[src/rtl/uart_rx_pkg.sv]
package uart_rx_pkg;
    localparam int RX_OSR      = 16;  // samples per bit
    localparam int RX_DATA_MAX = 9;   // widest data word
    localparam int RX_BYTE_W   = 8;

    typedef enum logic [2:0] {
        RX_IDLE,
        RX_START,
        RX_DATA,
        RX_PAR,
        RX_STOP
    } rx_state_e;
endpackage

[src/rtl/uart_rx_baud.sv]
module uart_rx_baud #(
    parameter int DIV_W  = 13,
    parameter int FRAC_W = 5
) (
    input  logic              clk,
    input  logic              rst_n,
    input  logic [DIV_W-1:0]  div_i,
    input  logic [FRAC_W-1:0] frac_i,
    output logic              tick_o
);
    localparam int CNT_W = DIV_W + 1;

    typedef struct packed {
        logic [CNT_W-1:0]  cnt;
        logic [FRAC_W-1:0] acc;
        logic              ext;
    } baud_st_t;

    baud_st_t st_d, st_q;
    logic [CNT_W-1:0]  period;
    logic [FRAC_W:0]   acc_sum;

    always_comb begin
        st_d    = st_q;
        period  = {1'b0, div_i} + CNT_W'(st_q.ext);
        acc_sum = {1'b0, st_q.acc} + {1'b0, frac_i};
        tick_o  = (div_i != '0) && (st_q.cnt >= period);
        if (div_i == '0) begin
            st_d.cnt = CNT_W'(1);
            st_d.acc = '0;
            st_d.ext = 1'b0;
        end else if (tick_o) begin
            // carry out of the accumulator lengthens the next period
            st_d.cnt = CNT_W'(1);
            st_d.acc = acc_sum[FRAC_W-1:0];
            st_d.ext = acc_sum[FRAC_W];
        end else begin
            st_d.cnt = st_q.cnt + CNT_W'(1);
        end
    end

    always_ff @(posedge clk or negedge rst_n) begin
        if (!rst_n) begin
            st_q.cnt <= CNT_W'(1);
            st_q.acc <= '0;
            st_q.ext <= 1'b0;
        end else begin
            st_q <= st_d;
        end
    end
endmodule

[src/rtl/uart_rx_front.sv]
module uart_rx_front #(
    parameter int SYNC_STAGES = 2
) (
    input  logic clk,
    input  logic rst_n,
    input  logic rxd_i,
    input  logic tx_loop_i,
    input  logic txd_pin_i,
    input  logic loop_i,
    input  logic loop_src_i,
    input  logic inv_i,
    output logic line_o
);
    logic                   raw;
    logic [SYNC_STAGES-1:0] sync_d, sync_q;

    always_comb begin
        if (!loop_i)        raw = rxd_i;
        else if (loop_src_i) raw = txd_pin_i;
        else                raw = tx_loop_i;
        sync_d[0] = raw ^ inv_i;
    end

    generate
        for (genvar g = 1; g < SYNC_STAGES; g++) begin : g_sync
            always_comb sync_d[g] = sync_q[g-1];
        end
    endgenerate

    always_ff @(posedge clk or negedge rst_n) begin
        if (!rst_n) sync_q <= '1;
        else        sync_q <= sync_d;
    end

    assign line_o = sync_q[SYNC_STAGES-1];
endmodule

[src/rtl/uart_rx_core.sv]
module uart_rx_core
    import uart_rx_pkg::*;
#(
    parameter int OSR      = RX_OSR,
    parameter int DATA_MAX = RX_DATA_MAX,
    parameter int BYTE_W   = RX_BYTE_W
) (
    input  logic              clk,
    input  logic              rst_n,
    input  logic              tick_i,
    input  logic              line_i,
    input  logic              nine_i,
    input  logic              ten_i,
    input  logic              par_en_i,
    input  logic              par_odd_i,
    input  logic              msb_first_i,
    input  logic              rd_ack_i,
    output logic [BYTE_W-1:0] data_o,
    output logic              bit8_o,
    output logic              valid_o,
    output logic              frame_err_o,
    output logic              parity_err_o,
    output logic              overrun_o,
    output logic              done_o
);
    localparam int PH_W = $clog2(OSR);
    localparam int NB_W = $clog2(DATA_MAX + 1);
    localparam logic [PH_W-1:0] PH_V0   = PH_W'(OSR/2 - 2);
    localparam logic [PH_W-1:0] PH_V1   = PH_W'(OSR/2 - 1);
    localparam logic [PH_W-1:0] PH_V2   = PH_W'(OSR/2);
    localparam logic [PH_W-1:0] PH_LAST = PH_W'(OSR - 1);

    typedef struct packed {
        rx_state_e           st;
        logic [PH_W-1:0]     ph;
        logic [1:0]          votes;
        logic [NB_W-1:0]     nbit;
        logic [DATA_MAX-1:0] sh;
        logic                pbit;
        logic                prev;
        logic [BYTE_W-1:0]   data;
        logic                b8;
        logic                valid;
        logic                fe;
        logic                pe;
        logic                ov;
    } core_st_t;

    core_st_t q, n;

    logic [NB_W-1:0]     ndata;
    logic [DATA_MAX-1:0] mask, word;
    logic                bit_v, par_exp;

    always_comb begin
        // data width from the three format controls
        if (ten_i && par_en_i) ndata = NB_W'(9);
        else if (nine_i)       ndata = par_en_i ? NB_W'(8) : NB_W'(9);
        else                   ndata = par_en_i ? NB_W'(7) : NB_W'(8);
        mask    = DATA_MAX'((DATA_MAX+1)'(1) << ndata) - DATA_MAX'(1);
        word    = (msb_first_i ? q.sh : (q.sh >> (NB_W'(DATA_MAX) - ndata))) & mask;
        par_exp = (^word) ^ par_odd_i;
        bit_v   = ({1'b0, q.votes} + {2'b00, line_i}) >= 3'd2;
    end

    always_comb begin
        n      = q;
        done_o = 1'b0;
        if (rd_ack_i) begin
            n.valid = 1'b0;
            n.fe    = 1'b0;
            n.pe    = 1'b0;
            n.ov    = 1'b0;
        end
        if (tick_i) begin
            if (q.st == RX_IDLE) begin
                n.prev = line_i;
                if (q.prev && !line_i) begin
                    n.st    = RX_START;
                    n.ph    = PH_W'(1);
                    n.votes = '0;
                    n.nbit  = '0;
                    n.sh    = '0;
                end
            end else begin
                n.ph = (q.ph == PH_LAST) ? '0 : q.ph + PH_W'(1);
                if (q.ph == PH_V0 || q.ph == PH_V1)
                    n.votes = q.votes + {1'b0, line_i};
                if (q.ph == PH_V2) begin
                    n.votes = '0;
                    case (q.st)
                        RX_START: begin
                            if (bit_v) begin
                                n.st   = RX_IDLE;
                                n.prev = line_i;
                            end else begin
                                n.st = RX_DATA;
                            end
                        end
                        RX_DATA: begin
                            n.sh   = msb_first_i ? {q.sh[DATA_MAX-2:0], bit_v}
                                                 : {bit_v, q.sh[DATA_MAX-1:1]};
                            n.nbit = q.nbit + NB_W'(1);
                            if (q.nbit + NB_W'(1) >= ndata)
                                n.st = par_en_i ? RX_PAR : RX_STOP;
                        end
                        RX_PAR: begin
                            n.pbit = bit_v;
                            n.st   = RX_STOP;
                        end
                        RX_STOP: begin
                            done_o = 1'b1;
                            n.st   = RX_IDLE;
                            n.prev = line_i;
                            if (q.valid && !rd_ack_i) begin
                                n.ov = 1'b1;
                            end else begin
                                n.data  = word[BYTE_W-1:0];
                                n.b8    = (ndata == NB_W'(9)) ? word[8] : 1'b0;
                                n.valid = 1'b1;
                                n.fe    = !bit_v;
                                n.pe    = par_en_i && (q.pbit != par_exp);
                                n.ov    = 1'b0;
                            end
                        end
                        default: n.st = RX_IDLE;
                    endcase
                end
            end
        end
    end

    always_ff @(posedge clk or negedge rst_n) begin
        if (!rst_n) begin
            q      <= '0;
            q.st   <= RX_IDLE;
            q.prev <= 1'b1;
        end else begin
            q <= n;
        end
    end

    assign data_o       = q.data;
    assign bit8_o       = q.b8;
    assign valid_o      = q.valid;
    assign frame_err_o  = q.fe;
    assign parity_err_o = q.pe;
    assign overrun_o    = q.ov;
endmodule

[src/rtl/uart_rx_engine.sv]
module uart_rx_engine
    import uart_rx_pkg::*;
#(
    parameter int DIV_W       = 13,
    parameter int FRAC_W      = 5,
    parameter int SYNC_STAGES = 2
) (
    input  logic              clk,
    input  logic              rst_n,
    input  logic              rxd_i,
    input  logic              tx_loop_i,
    input  logic              txd_pin_i,
    input  logic [DIV_W-1:0]  cfg_div_i,
    input  logic [FRAC_W-1:0] cfg_frac_i,
    input  logic              cfg_nine_i,
    input  logic              cfg_ten_i,
    input  logic              cfg_par_en_i,
    input  logic              cfg_par_odd_i,
    input  logic              cfg_msb_first_i,
    input  logic              cfg_inv_i,
    input  logic              cfg_loop_i,
    input  logic              cfg_loop_src_i,
    input  logic              rd_ack_i,
    output logic [RX_BYTE_W-1:0] rd_data_o,
    output logic              rd_bit8_o,
    output logic              rd_valid_o,
    output logic              rd_frame_err_o,
    output logic              rd_parity_err_o,
    output logic              rd_overrun_o
);
    logic baud_tick;
    logic rx_line;
    logic char_done;

    uart_rx_baud #(.DIV_W(DIV_W), .FRAC_W(FRAC_W)) u_baud (
        .clk    (clk),
        .rst_n  (rst_n),
        .div_i  (cfg_div_i),
        .frac_i (cfg_frac_i),
        .tick_o (baud_tick)
    );

    uart_rx_front #(.SYNC_STAGES(SYNC_STAGES)) u_front (
        .clk        (clk),
        .rst_n      (rst_n),
        .rxd_i      (rxd_i),
        .tx_loop_i  (tx_loop_i),
        .txd_pin_i  (txd_pin_i),
        .loop_i     (cfg_loop_i),
        .loop_src_i (cfg_loop_src_i),
        .inv_i      (cfg_inv_i),
        .line_o     (rx_line)
    );

    uart_rx_core u_core (
        .clk          (clk),
        .rst_n        (rst_n),
        .tick_i       (baud_tick),
        .line_i       (rx_line),
        .nine_i       (cfg_nine_i),
        .ten_i        (cfg_ten_i),
        .par_en_i     (cfg_par_en_i),
        .par_odd_i    (cfg_par_odd_i),
        .msb_first_i  (cfg_msb_first_i),
        .rd_ack_i     (rd_ack_i),
        .data_o       (rd_data_o),
        .bit8_o       (rd_bit8_o),
        .valid_o      (rd_valid_o),
        .frame_err_o  (rd_frame_err_o),
        .parity_err_o (rd_parity_err_o),
        .overrun_o    (rd_overrun_o),
        .done_o       (char_done)
    );
endmodule

[config.mk]
export PLATFORM = sky130hd
export DESIGN_NAME = uart_rx_engine
export DESIGN_NICKNAME = d
export VERILOG_FILES = /design/src/rtl/uart_rx_pkg.sv /design/src/rtl/uart_rx_baud.sv /design/src/rtl/uart_rx_front.sv /design/src/rtl/uart_rx_core.sv /design/src/rtl/uart_rx_engine.sv
export SDC_FILE = /design/constraint.sdc
export NUM_CORES = 1
export LEC_CHECK = 0
export ABC_AREA = 1
export ABC_CLOCK_PERIOD_IN_PS = 7880
export BUFFER_PORTS_ARGS = -buffer_cell sky130_fd_sc_hd__buf_2
export CAP_MARGIN = 10
export CORE_MARGIN = 2
export CORE_UTILIZATION = 60
export CTS_CLUSTER_DIAMETER = 30
export CTS_CLUSTER_SIZE = 14
export DETAILED_ROUTE_END_ITERATION = 10
export PLACE_DENSITY = 0.86
export SKIP_CTS_REPAIR_TIMING = 1
export SYNTH_ARGS = -nofsm -noshare
export SYNTH_HDL_FRONTEND = slang
export SYNTH_SLANG_ARGS = --single-unit
[constraint.sdc]
create_clock -name clk -period 7.88 [get_ports clk]
set_input_delay 0.394 -clock clk [delete_from_list [all_inputs] [get_ports clk]]
set_output_delay 0.394 -clock clk [all_outputs]
set_load 0.05 [all_outputs]
# Word-level counts from Yosys, hierarchy flattened
# Cells that the tools add are included.
dict set report word_totals {
  reg_bits 59
  word_cells 107
  out_inout_bits 13
  latchBits 0
  inputBits 32
  mem_bits_ro 0
  memories 0
  ramBits 0
}
dict set report classes {
  n_addsub 9
  n_eq_ne 13
  order_cmp 3
  mux 33
  bitwise 5
  reduce_logical 25
  mul 0
  div 0
  shifts 2
}
# operator count
set ops {}
lappend ops {{two-way mux 22 bit} 2}
lappend ops {{two-way mux 30 bit} 1}
lappend ops {{two-way mux 4 bit} 7}
lappend ops {{two-way mux 13 bit} 2}
lappend ops {{two-way mux 20 bit} 1}
lappend ops {{two-way mux 9 bit} 2}
lappend ops {{AND reduction 4 bit} 4}
lappend ops {{adder 13 x 1 -> 14 bit} 1}
lappend ops {{adder 14 x 1 -> 14 bit, second input constant} 1}
lappend ops {{greater-or-equal comparator 14 bit} 1}
lappend ops {{two-way mux 14 bit} 1}
lappend ops {{zero test 13 bit} 1}
lappend ops {{nonzero test 13 bit} 1}
lappend ops {{== test 4 bit, second input constant} 3}
lappend ops {{two-way mux 12 bit} 1}
lappend ops {{AND 9 bit} 1}
lappend ops {{two-way mux 3 bit} 3}
lappend ops {{case mux 3 bit (3 select lines)} 1}
lappend ops {{parity 9 bit} 1}
lappend ops {{left shift 1 x 4 -> 9 bit, first input constant} 1}
lappend ops {{>> shifter 9 x 4 -> 9 bit} 1}
lappend ops {{subtractor 9 x 2 -> 9 bit, second input constant} 1}
lappend ops {{adder 4 x 1 -> 4 bit, second input constant} 2}
lappend ops {{== test 4 x 3 -> 1 bit, second input constant} 2}
lappend ops {{27 further kinds} 48}

# Depth between registers and ports, before layout
# Gate-level depths: netlist (run 1).
dict set report logic_depth {
  word_depth 16
  depth_mapped 22
  mapped_depth_nobuf 21
}

# By module
# From an unflattened synthesis (run 1), not the netlist that was laid out.
dict set report hier_totals {
  cells_unflattened 601
  hier_area_um2 4484.3
}
# mod seq_area_each_um2 instances cells_per_inst area_per_inst_um2
set by_module_without_submodules {}
lappend by_module_without_submodules {uart_rx_core 927.1 1 337 2548.7}
lappend by_module_without_submodules {uart_rx_baud 501.7 1 246 1815.5}
lappend by_module_without_submodules {uart_rx_front 52.6 1 18 120.1}

# Worst setup path before layout (run 1)
# OpenSTA, ideal clock, no wires.
dict set report synth_path {
  path_type {in2reg}
  from {input port cfg_div_i[0]}
  to {register u_core.q[17] (netlist name)}
  setup_time_ns 0.117
  stages 21
  t_required_ns 7.763
  n_path_buf 2
  path_slack_ns 4.739
  t_arrival_ns 3.024
  cell_sequence {ha_1 ha_1 nand3_1 nor3_1 nand3_1 nor3_1 nand2_1 xor2_1 ha_1 nand2_1 nor2_1 nand2_1 o211a_1 nand3_1 nand2_1 buf_2 nor2_4 nand2_2 buf_6 nand2_1 nand2_1}
}
dict set report synth_via {
  elab_chain_len 4
  word_cells_on_any_way 5
  classes_between {1 x add/sub; 1 x order compare; 3 x reduce/logical}
}
# item line
set synth_lines {}
lappend synth_lines {{start, declared} uart_rx_engine.sv:13} ;# input logic [DIV_W-1:0] cfg_div_i,
lappend synth_lines {{adder 13 x 1 -> 14 bit} uart_rx_baud.sv:25} ;# period = {1'b0, div_i} + CNT_W'(st_q.ext);
lappend synth_lines {{greater-or-equal comparator 14 bit} uart_rx_baud.sv:27} ;# tick_o = (div_i != '0) && (st_q.cnt >= period);
lappend synth_lines {{logical AND 1 bit *} uart_rx_baud.sv:27}
lappend synth_lines {{AND reduction 4 bit (no line) *} n/a}
lappend synth_lines {{end signal, assigned} uart_rx_core.sv:139} ;# q <= n;
lappend synth_lines {{end, declared} uart_rx_core.sv:49} ;# core_st_t q, n;
# Mark *: on every way between the ends. The rest lies on a longest branch, timed or not.
# A chain may end at the register's enable or synchronous reset.

==> results_dict.tcl, run 1 <==
set metrics [dict create \
    status "finished clean" \
    post-place-cells 700 \
    peakVddDrop_mv 0.1072 \
    critPathLaunchType "flop" \
    yosysWarningCount 0 \
    required_ps 8080 \
    post_layout_nonfiller_instances 716 \
    finalSetupTns_ps 0 \
    grt_start_max_net_pins 60 \
    regToRegEndpoint "u_baud.st_q[17]$_DFF_PN0_" \
    syn_area_sq_um 4250 \
    async_flop_share 1.000 \
    rsz0062_at_grt "false" \
    path_class "reg -> reg" \
    synth-seq-cells 59 \
    critPathLaunch "u_baud.st_q[0]$_DFFE_PN0P_" \
    vias 3909 \
    period_share 0.4824 \
    arrival_ps 4000 \
    critPathCaptureType "flop" \
    clock_sinks 59 \
    diodes 0 \
    track_usage 0.2466 \
    synth_flop_cell "dfrtp_1" \
    post-route-min-period_ps 3801 \
    drt-total-wl_um 8938 \
    fill_cells 588 \
    syn_to_final_growth_pct 9.155 \
    powerDensity_nw_per_um2 192.8 \
    reg2reg_depth 15 \
    viasPerCell 5.459 \
    ioPinCount 45 \
    cts.clk_slew.worst_paths_ps 70 \
    grt_pass1_vias 3589 \
    initial_core_util 0.6222 \
    worstMarginPinSlew_ps 789.5 \
    slew_headroom 0.4721 \
    grt_pass1_wl_um 15170 \
    r2r-start "u_baud.st_q[0]$_DFFE_PN0P_" \
    ys_top_cells_by_area "dfrtp_1 32%, nand2_1 14%, ha_1 9.1%" \
    timing_hold_violations_final 0 \
    dieArea_sq_um 7773 \
    die_y_um 88.17 \
    root_buffer "clkbuf_8" \
    fin_nets 679 \
    worstPathMaxFanout 19 \
    drive_gt1_frac 0.1468 \
    wl_per_cell_um 12.48 \
    synth-edff-count 0 \
    cts.path.max_buffers 2 \
    endpoint "u_baud.st_q[17]$_DFF_PN0_" \
    cap_violations 0 \
    synth_cell_types 42 \
    ff_latch_area_sq_um 1481 \
    clk_latency_ps 340 \
    finalClockSkew_ps 12.17 \
    yosysTopAreaCell "dfrtp_1" \
    synth_nets 642 \
    core_sq_um 6832 \
    overflow 0 \
    cts-htree-levels 3 \
    firstDrtPassIters 5 \
    slew_viol_final 0 \
    synthCells 578 \
    drc_errors 0 \
    drt-initial-drc-count 318 \
    place_hpwl_um 6662 \
    numPortBuffers 44 \
    syn_avg_cell_area_sq_um 7.354 \
    gp_congestion 0.9006 \
    num_rows 30 \
    drtAntennaViolNets 0 \
    hold_class "in -> async" \
    setup_viol 0 \
    tritoncts "built" \
    max_freq_mhz 263.1 \
    multiInputGateArea_sq_um 2349 \
    die_w_um 88.17 \
    leakage_nw 2.423 \
    yosysSeqAreaShare 0.3485 \
    cts_buffers 9 \
    yosysTopAreaCellShare 0.3238 \
    antenna_found_initial 0 \
    r2r_slack_ps 4080 \
]
final cells by class:
class,instances,area share
clock buffer,9,0.02670
clock inverter,7,0.01483
inverter,68,0.05798
multi-input combinational,432,0.5062
sequential,59,0.3193
tap,96,0.02589
timing repair buffer,45,0.04908
power breakdown:
part | internal, mW | switching (mW)
sequential | 0.343 | 0.0346
clock | 0.145 | 0.125
combinational | 0.106 | 0.141
cell usage after synthesis (5+ instances only):
cell     number
a21oi_1      25
buf_4        12
dfrtp_1      55
ha_1         31
inv_1        63
nand2_1     161
nand2_2      10
nand3_1      62
nand4_1       5
nor2_1       39
nor3_1       10
o21ai_0      29
o21ai_1       8
xnor2_1      11
xor2_1       12
flip-flops by register name (all words and copies together) (netlist names):
name and flops:
u_core.q 24, u_baud.st_q 20, u_core.data_o 8, u_front.sync_q 2
u_core.bit8_o 1, u_core.frame_err_o 1, u_core.overrun_o 1, u_core.parity_err_o 1
u_core.valid_o 1
worst min-delay path by stage:
stage                                      from                     endpoint  slack [ps]  cells after the start
CTS                                   cfg_inv_i  u_front.sync_q[0]$_DFF_PN1_         200                      2
global placement    u_front.sync_q[0]$_DFF_PN1_  u_front.sync_q[1]$_DFF_PN1_         350                      0
detailed placement  u_front.sync_q[0]$_DFF_PN1_  u_front.sync_q[1]$_DFF_PN1_         350                      0
finish                                    rst_n   u_baud.st_q[1]$_DFFE_PN0P_         190                      2
floorplan                                 rst_n   u_baud.st_q[0]$_DFFE_PN0P_         100                      0
global route                          cfg_inv_i  u_front.sync_q[0]$_DFF_PN1_         200                      2
metrics by stage:
step                instance area, sq um  hold WS [ps]  setup WS [ps]  total power, mW  utilization
finish                              4639         192.9           4079           0.8946       0.6791
global route                        4639         203.6           3620           0.9605       0.6791
CTS                                 4639         199.2           4137           0.8978       0.6791
detailed placement                  4447         347.6           4036           0.6300       0.6509
global placement                    4447         345.8           4240           0.6126       0.6509
floorplan                           4250         98.41           4739           0.5671            -
metal layers:
layer / track usage / part of all wire / routed length (um) / vias up
met2: 0.4060 / 0.47 / 4162 / 145
li1: - / - / - / 1952
met5: 0 / 0 / 0 / -
met1: 0.3197 / 0.45 / 4002 / 1792
met3: 0.04430 / 0.064 / 571 / 20
met4: 0.1061 / 0.022 / 201 / 0
cell families (layout without fill, tap and decap cells):
group | after synthesis | count (layout) | synth area share
buffers and inverters | 87 | 129 | 0.09891
AOI/OAI and AO/OA | 77 | 77 | 0.1001
and+or+nand+nor | 299 | 299 | 0.3082
other | 1 | 1 | 0.0008823
adders and majority gates | 32 | 32 | 0.09597
xor gates and xnor gates | 23 | 23 | 0.04739
DFF | 59 | 59 | 0.3485
layout by cell type (no fill, tap or decap), types with 2 or more instances in the layout:
master	instances
nand2_1	161
inv_1	63
nand3_1	62
dfrtp_1	55
buf_2	44
nor2_1	39
ha_1	31
o21ai_0	29
a21oi_1	25
xor2_1	12
xnor2_1	11
nand2_2	10
nor3_1	10
clkbuf_8	9
o21ai_1	8
nand4_1	5
inv_2	4
dfstp_2	4
o22ai_1	3
clkinv_2	3
nand3b_1	2
nand2_4	2
nand3_2	2
or2_2	2
o211ai_1	2
nor2_4	2
o21ai_2	2
clkinvlp_4	2
worst max-delay path, cell delays in order, from the launching register on:
cell	delay, ps
dfrtp_1	390
ha_1	180
ha_1	190
nand3_1	120
nor3_1	260
nand3_1	170
nor3_1	270
nand2_1	110
xor2_1	160
ha_1	260
nand2_1	110
nor2_1	80
nand2_1	80
o211a_1	160
nand4_1	610
a221oi_1	530
Note: power is estimated with default switching activity, not from simulation.
==> run 2: changes to the inputs <==
Settings changed: ABC_AREA 1 to 0, ABC_CLOCK_PERIOD_IN_PS 7880 to 3700.
Clock period 7.88 ns to 3.7 ns, I/O delays scaled along.
==> run 2 against run 1 <==
  * Via count fell by 10%
  * Clock power rose by 110%
  * Worst hold slack got worse by 45 ps
  * Setup slack got worse by 3800 ps
  * Clock-buffer cell count did not move
  * Fmax rose by 10%
  * Clock skew fell by 1.8 ps
  * Sequential share of layout area barely moved
  * Flip-flop and latch count did not move
  * Critical endpoint is now u_core.data_o[7]$_DFFE_PN0P_
==> results_dict.tcl, run 2 <==
set metrics [dict create \
    place_hpwl_um 6761 \
    synthMuxAreaShare 0.06178 \
    syn_to_final_growth_pct 12.20 \
    finalInstanceArea_sq_um 4636 \
    cts.path.max_buffers 2 \
    drc_errors 0 \
    numPortBuffers 44 \
    core_sq_um 6719 \
    grt_pass1_vias 3329 \
    synth_flop_cell "dfrtp_1" \
    critPathLaunchType "flop" \
    required_ps 3920 \
    worstPathMaxFanout 13 \
    synth_cell_types 63 \
    worstMarginPinSlew_ps 803.4 \
    die_y_um 86.98 \
    powerDensity_nw_per_um2 404.3 \
    synth_adder_area_share 0.09873 \
    root_buffer "clkbuf_8" \
    yosysWarningCount 0 \
    largest_register_ffs 24 \
    grt_start_max_net_pins 37 \
    critPathCaptureType "flop" \
    async_flop_share 1.000 \
    cts_buffers 9 \
    firstDrtPassIters 5 \
    hold_class "in -> reg" \
    wl_per_cell_um 16.13 \
    initial_core_util 0.6149 \
    cts.clk_slew.worst_paths_ps 60 \
    synthTopCellsByCount "55 x dfrtp_1, 48 x nand2_1, 32 x nor2_1, 31 x ha_1" \
    dieArea_sq_um 7566 \
    multiInputGateArea_sq_um 2482 \
    clk_latency_ps 340 \
    post_layout_nonfiller_instances 574 \
    synth_compound_area_frac 0.1663 \
    gp_congestion 0.9383 \
    yosysTopAreaCell "dfrtp_1" \
    synthCells 445 \
    final_common_cell "dfrtp_1" \
    cap_violations 0 \
    finalSetupTns_ps 0 \
    synth_nets 509 \
    cts-htree-levels 3 \
    peakVddDrop_mv 0.2238 \
    vias 3512 \
    drt-initial-drc-count 340 \
    yosysSeqAreaShare 0.3586 \
    fill_cells 499 \
    timing_hold_violations_final 0 \
    syn_area_sq_um 4131 \
    total_power_mw 1.874 \
    slew_headroom 0.4644 \
    die_w_um 86.98 \
    fin_nets 554 \
    setup_viol 0 \
    drt-total-wl_um 9259 \
    synth_top_family_by_area "simple AND/OR/NAND/NOR gates" \
    ioPinCount 45 \
    antenna_found_initial 0 \
    slew_viol_final 0 \
    tritoncts "built" \
    syn_avg_cell_area_sq_um 9.284 \
    ff_latch_area_sq_um 1481 \
    yosysTopAreaCellShare 0.3331 \
    diodes 0 \
    finalClockSkew_ps 10.33 \
    arrival_ps 3680 \
    synth.most_common_cell "dfrtp_1" \
    regMostFlops "u_core.q" \
    leakage_nw 2.263 \
    synth-seq-cells 59 \
    layout_common_cells "55 x dfrtp_1, 48 x nand2_1, 44 x buf_2" \
    post-route-min-period_ps 3456 \
    synth-xor-area-share 0.08631 \
    post-place-cells 553 \
    period_share 0.9340 \
    path_class "reg -> reg" \
    track_usage 0.2520 \
    overflow 0 \
    viasPerCell 6.118 \
    num_rows 30 \
    drtAntennaViolNets 0 \
    postLayoutCoreUtil 0.6899 \
    clock_sinks 59 \
    placed_area_sq_um 4378 \
    status "finished clean" \
    synth-edff-count 0 \
    max_freq_mhz 289.4 \
    drive_gt1_frac 0.1842 \
    synth-simple-area-share 0.1805 \
    ys_top_cells_by_area "dfrtp_1 33%, ha_1 9.4%, nand2_1 4.4%" \
    grt_pass1_wl_um 15040 \
]
==> run 2: changes by cell type after synthesis, moves of 9 or more <==
cell | previous run | this run
nand3_1 | 62 | 18
o21ai_0 | 29 | 12
mux2i_1 | 0 | 12
nand2_2 | 10 | 0
o31ai_1 | 1 | 10
inv_1 | 63 | 18
clkbuf_1 | 1 | 12
nand2_1 | 161 | 48
==> run 2: layout make-up <==
class,instances,share of cell area
Sequential cell,59,0.3196
Inverter,18,0.01457
Multi-Input combinational cell,345,0.5355
Clock inverter,6,0.01242
Clock buffer,9,0.02672
Tap cell,80,0.02159
Timing Repair Buffer,57,0.06964
==> run 2: kinds of logic after synthesis <==
| logic type | Yosys count |
|---|---|
| fa+ha+maj | 32 |
| mux | 24 |
| other cells | 1 |
| flops | 59 |
| xor+xnor | 36 |
| simple gates | 154 |
| compound gates | 98 |
| buf+inv | 41 |
==> run 2: where the power goes <==
group          total [mW]  switching [mW]  internal [mW]
Clock               0.555           0.253          0.302
Sequential          0.797          0.0761          0.721
Combinational       0.522           0.269          0.253
Total                1.87           0.599           1.28
==> run 2: worst max-delay path, stage by stage (launching register included) <==
cell,delay (ps)
dfrtp_1,380
ha_1,210
and3_1,200
and2_1,200
nand2_1,90
xor2_1,150
ha_1,280
nand4_1,150
nor4_1,80
a211oi_1,510
o311ai_2,320
nand3_1,180
buf_4,220
mux2_2,350
==> run 2: path summary, 6_finish.rpt <==
path	startpoint	endpoint	slack, ps	cells after the start
setup / recovery	u_baud.st_q[0]$_DFFE_PN0P_	u_core.data_o[7]$_DFFE_PN0P_	240	13
hold / removal	cfg_loop_i	u_front.sync_q[0]$_DFF_PN1_	150	3
setup reg to reg	u_baud.st_q[0]$_DFFE_PN0P_	u_core.data_o[7]$_DFFE_PN0P_	240	13
hold reg to reg	u_front.sync_q[0]$_DFF_PN1_	u_front.sync_q[1]$_DFF_PN1_	360	0
max in group asynchronous	rst_n	u_baud.st_q[18]$_DFF_PN0_	2410	3
min in group asynchronous	rst_n	u_baud.st_q[5]$_DFFE_PN0P_	470	2
==> run 2: stage by stage <==
| step | hold slack (ps) | worst slack (ps) |
|---|---|---|
| after detailed placement | 313.3 | 39.33 |
| final | 147.5 | 244.1 |
| after global placement | 300.1 | 254.8 |
| after CTS | -54.61 | 12.06 |
| after global routing | 144.5 | -10.00 |
| after floorplan | -110.6 | 233.8 |
==> run 2: routing by layer <==
metal	up-vias	track usage	routed length, um
met5	-	0	0
met3	26	0.05118	604
li1	1674	-	-
met2	144	0.4018	4307
met4	0	0.1065	237
met1	1668	0.3337	4109
==> run 3: changes to the inputs <==
Settings changed: SYNTH_HIERARCHICAL set to 1.
==> run 3 against run 2 <==
  * Clock-buffer cell count stayed put
  * Flip-flop and latch count stayed put
  * Clock skew is 3.5 ps higher
  * Cell count is 3.5% higher
==> results_dict.tcl, run 3 <==
set metrics [dict create \
    status "finished clean" \
    finalClockSkew_ps 13.87 \
    layout_common_cells "55 x dfrtp_1, 44 x buf_2, 40 x nand2_1" \
    critPathCaptureType "flop" \
    fin_nets 557 \
    yosysTopAreaCell "dfrtp_1" \
    powerDensity_nw_per_um2 429.7 \
    grt_pass1_wl_um 16460 \
    clk_latency_ps 340 \
    clock_sinks 59 \
    worstPathMaxFanout 6 \
    cp_slowest_cell "a311o_1" \
    period_share 0.9583 \
    wl_per_cell_um 16.75 \
    drtAntennaViolNets 0 \
    critPathTopFamily "simple AND/OR/NAND/NOR gates" \
    num_rows 30 \
    swShare 0.3277 \
    max_freq_mhz 282.0 \
    synth.most_common_cell "dfrtp_1" \
    setup_viol 0 \
    r2r-start "u_baud/st_q[0]$_DFFE_PN0P_" \
    grt_start_max_net_pins 33 \
    critPathLaunch "u_baud/st_q[0]$_DFFE_PN0P_" \
    place_hpwl_um 6754 \
    critPathLaunchType "flop" \
    worstMarginPinSlew_ps 775.7 \
    die_y_um 87.78 \
    synth_flop_cell "dfrtp_1" \
    drt-initial-drc-count 355 \
    regMostFlops "u_core/q" \
    antenna_found_initial 0 \
    hold_path.startpoint "rd_ack_i" \
    numPortBuffers 44 \
    track_usage 0.2715 \
    leakage_nw 2.223 \
    total_power_mw 2.031 \
    drive_gt1_frac 0.2209 \
    required_ps 3930 \
    holdWs_ps 82.38 \
    syn_avg_cell_area_sq_um 9.318 \
    post-place-cells 575 \
    ys_top_cells_by_area "dfrtp_1 33%, ha_1 9.2%, o21ai_0 4.4%" \
    slew_viol_final 0 \
    ioPinCount 45 \
    slew_headroom 0.4794 \
    switchingPower_mw 0.6654 \
    cts.path.max_buffers 2 \
    yosysTopAreaCellShare 0.3268 \
    drc_errors 0 \
    tritoncts "built" \
    firstDrtPassIters 5 \
    worstPathCellList "ha_2 > ha_2 > nand3_2 > nor2_4 > nand2_1 > xor2_1 > ha_1 > nand4_1 > or2_1 > a311o_1 > a21oi_2 > buf_4 > and3_1 > nor2b_2 > mux2_2" \
    clkPwrFrac 0.328 \
    hold_class "in -> reg" \
    syn_area_sq_um 4212 \
    core_sq_um 6794 \
    gp_congestion 0.9555 \
    async_flop_share 1.000 \
    grt_pass1_vias 3609 \
    vias 3636 \
    critPathBufInv 1 \
    synth_nets 516 \
    cts_buffers 9 \
    arrival_ps 3770 \
    diodes 0 \
    post-route-min-period_ps 3546 \
    p_int_mw 1.365 \
    finalSetupTns_ps 0 \
    cap_violations 0 \
    pwr-share-seq 0.400 \
    peakVddDrop_mv 0.3610 \
    yosysWarningCount 6 \
    largest_register_ffs 24 \
    synthTopCellsByCount "55 x dfrtp_1, 41 x nand2_1, 37 x o21ai_0, 31 x ha_1, 30 x a21oi_1" \
    cts.clk_slew.worst_paths_ps 70 \
    synth_cell_types 68 \
    yosysSeqAreaShare 0.3518 \
    final_common_cell "dfrtp_1" \
    overflow 0 \
    synthCells 452 \
    fill_cells 513 \
    timing_hold_violations_final 0 \
    synth-seq-cells 59 \
    synth-edff-count 0 \
    cts-htree-levels 3 \
    drt-total-wl_um 9947 \
    viasPerCell 6.121 \
    max_stage_delay_ps 370 \
    syn_to_final_growth_pct 12.21 \
    dieArea_sq_um 7705 \
    post_layout_nonfiller_instances 594 \
    initial_core_util 0.6199 \
    comb_power_share 0.272 \
    die_w_um 87.78 \
    path_class "reg -> reg" \
    root_buffer "clkbuf_8" \
    crit_top_cell "ha_2" \
]
## run 3: cell count changes after synthesis, moves of 5 or more
cell | previous run | this run
mux2_2 | 7 | 12
nor3_1 | 8 | 14
o31ai_1 | 10 | 1
o21ai_1 | 9 | 0
clkbuf_1 | 12 | 6
nand2_1 | 48 | 41
a21oi_1 | 19 | 30
o21ai_0 | 12 | 37
mux2_1 | 5 | 0
nor2_1 | 32 | 24
## run 3: stage by stage
step / worst slack, ps / instance area (sq um) / util
2_1_floorplan: 6.641 / 4215 / -
3_3_place_gp: 308.2 / 4429 / 0.6519
3_5_place_dp: 121.0 / 4429 / 0.6519
4_1_cts: 90.84 / 4656 / 0.6853
5_1_grt: -42.26 / 4726 / 0.6956
6_report: 154.2 / 4726 / 0.6956
## run 3: power by group through the flow
stage                     Sequential [mW]  Clock (mW)  Combinational, mW
final                               0.811       0.667              0.553
after global routing                0.823       0.701              0.620
after detailed placement            0.817           0              0.521
after global placement              0.815           0              0.490
after floorplan                     0.796           0              0.403
after CTS                           0.808       0.678              0.536
## run 3: cells by family (layout without fill, tap and decap cells)
family,after synthesis,after routing,synth area share
multiplexers,23,23,0.05823
other,1,1,0.0008904
buffers and inverters,40,86,0.05585
adder cells (fa/ha/maj),32,32,0.09685
AND/OR/NAND/NOR,153,153,0.1833
XOR/XNOR,36,36,0.08319
flip-flops,59,59,0.3518
AO/OA/AOI/OAI,108,108,0.1699
## run 3: routing by layer
metal	routed length, um	GRT usage
met5	0	0
met4	282	0.09650
met3	546	0.05938
met2	4941	0.4552
met1	4177	0.3470
## run 3: cell type report
type | count | area, sq um | area share
flip-flops and latches | 59 | 1481 | 0.3135
inverters | 17 | 63.81 | 0.01350
clock buffers | 9 | 123.9 | 0.02621
well taps | 96 | 120.1 | 0.02542
repair buffers | 53 | 292.8 | 0.06195
clock inverters | 7 | 102.6 | 0.02171
multi-input cells | 353 | 2541 | 0.5377
## run 3: worst paths after layout
check | cells after the start | slack, ps | to
max | 15 | 150 | u_core/q[34]$_DFFE_PN0P_
min | 2 | 80 | u_core/overrun_o$_DFF_PN0_
max reg2reg | 15 | 150 | u_core/q[34]$_DFFE_PN0P_
min reg2reg | 0 | 360 | u_front/sync_q[1]$_DFF_PN1_
max in group asynchronous | 3 | 2420 | u_front/sync_q[1]$_DFF_PN1_
min in group asynchronous | 2 | 380 | u_baud/st_q[17]$_DFF_PN0_
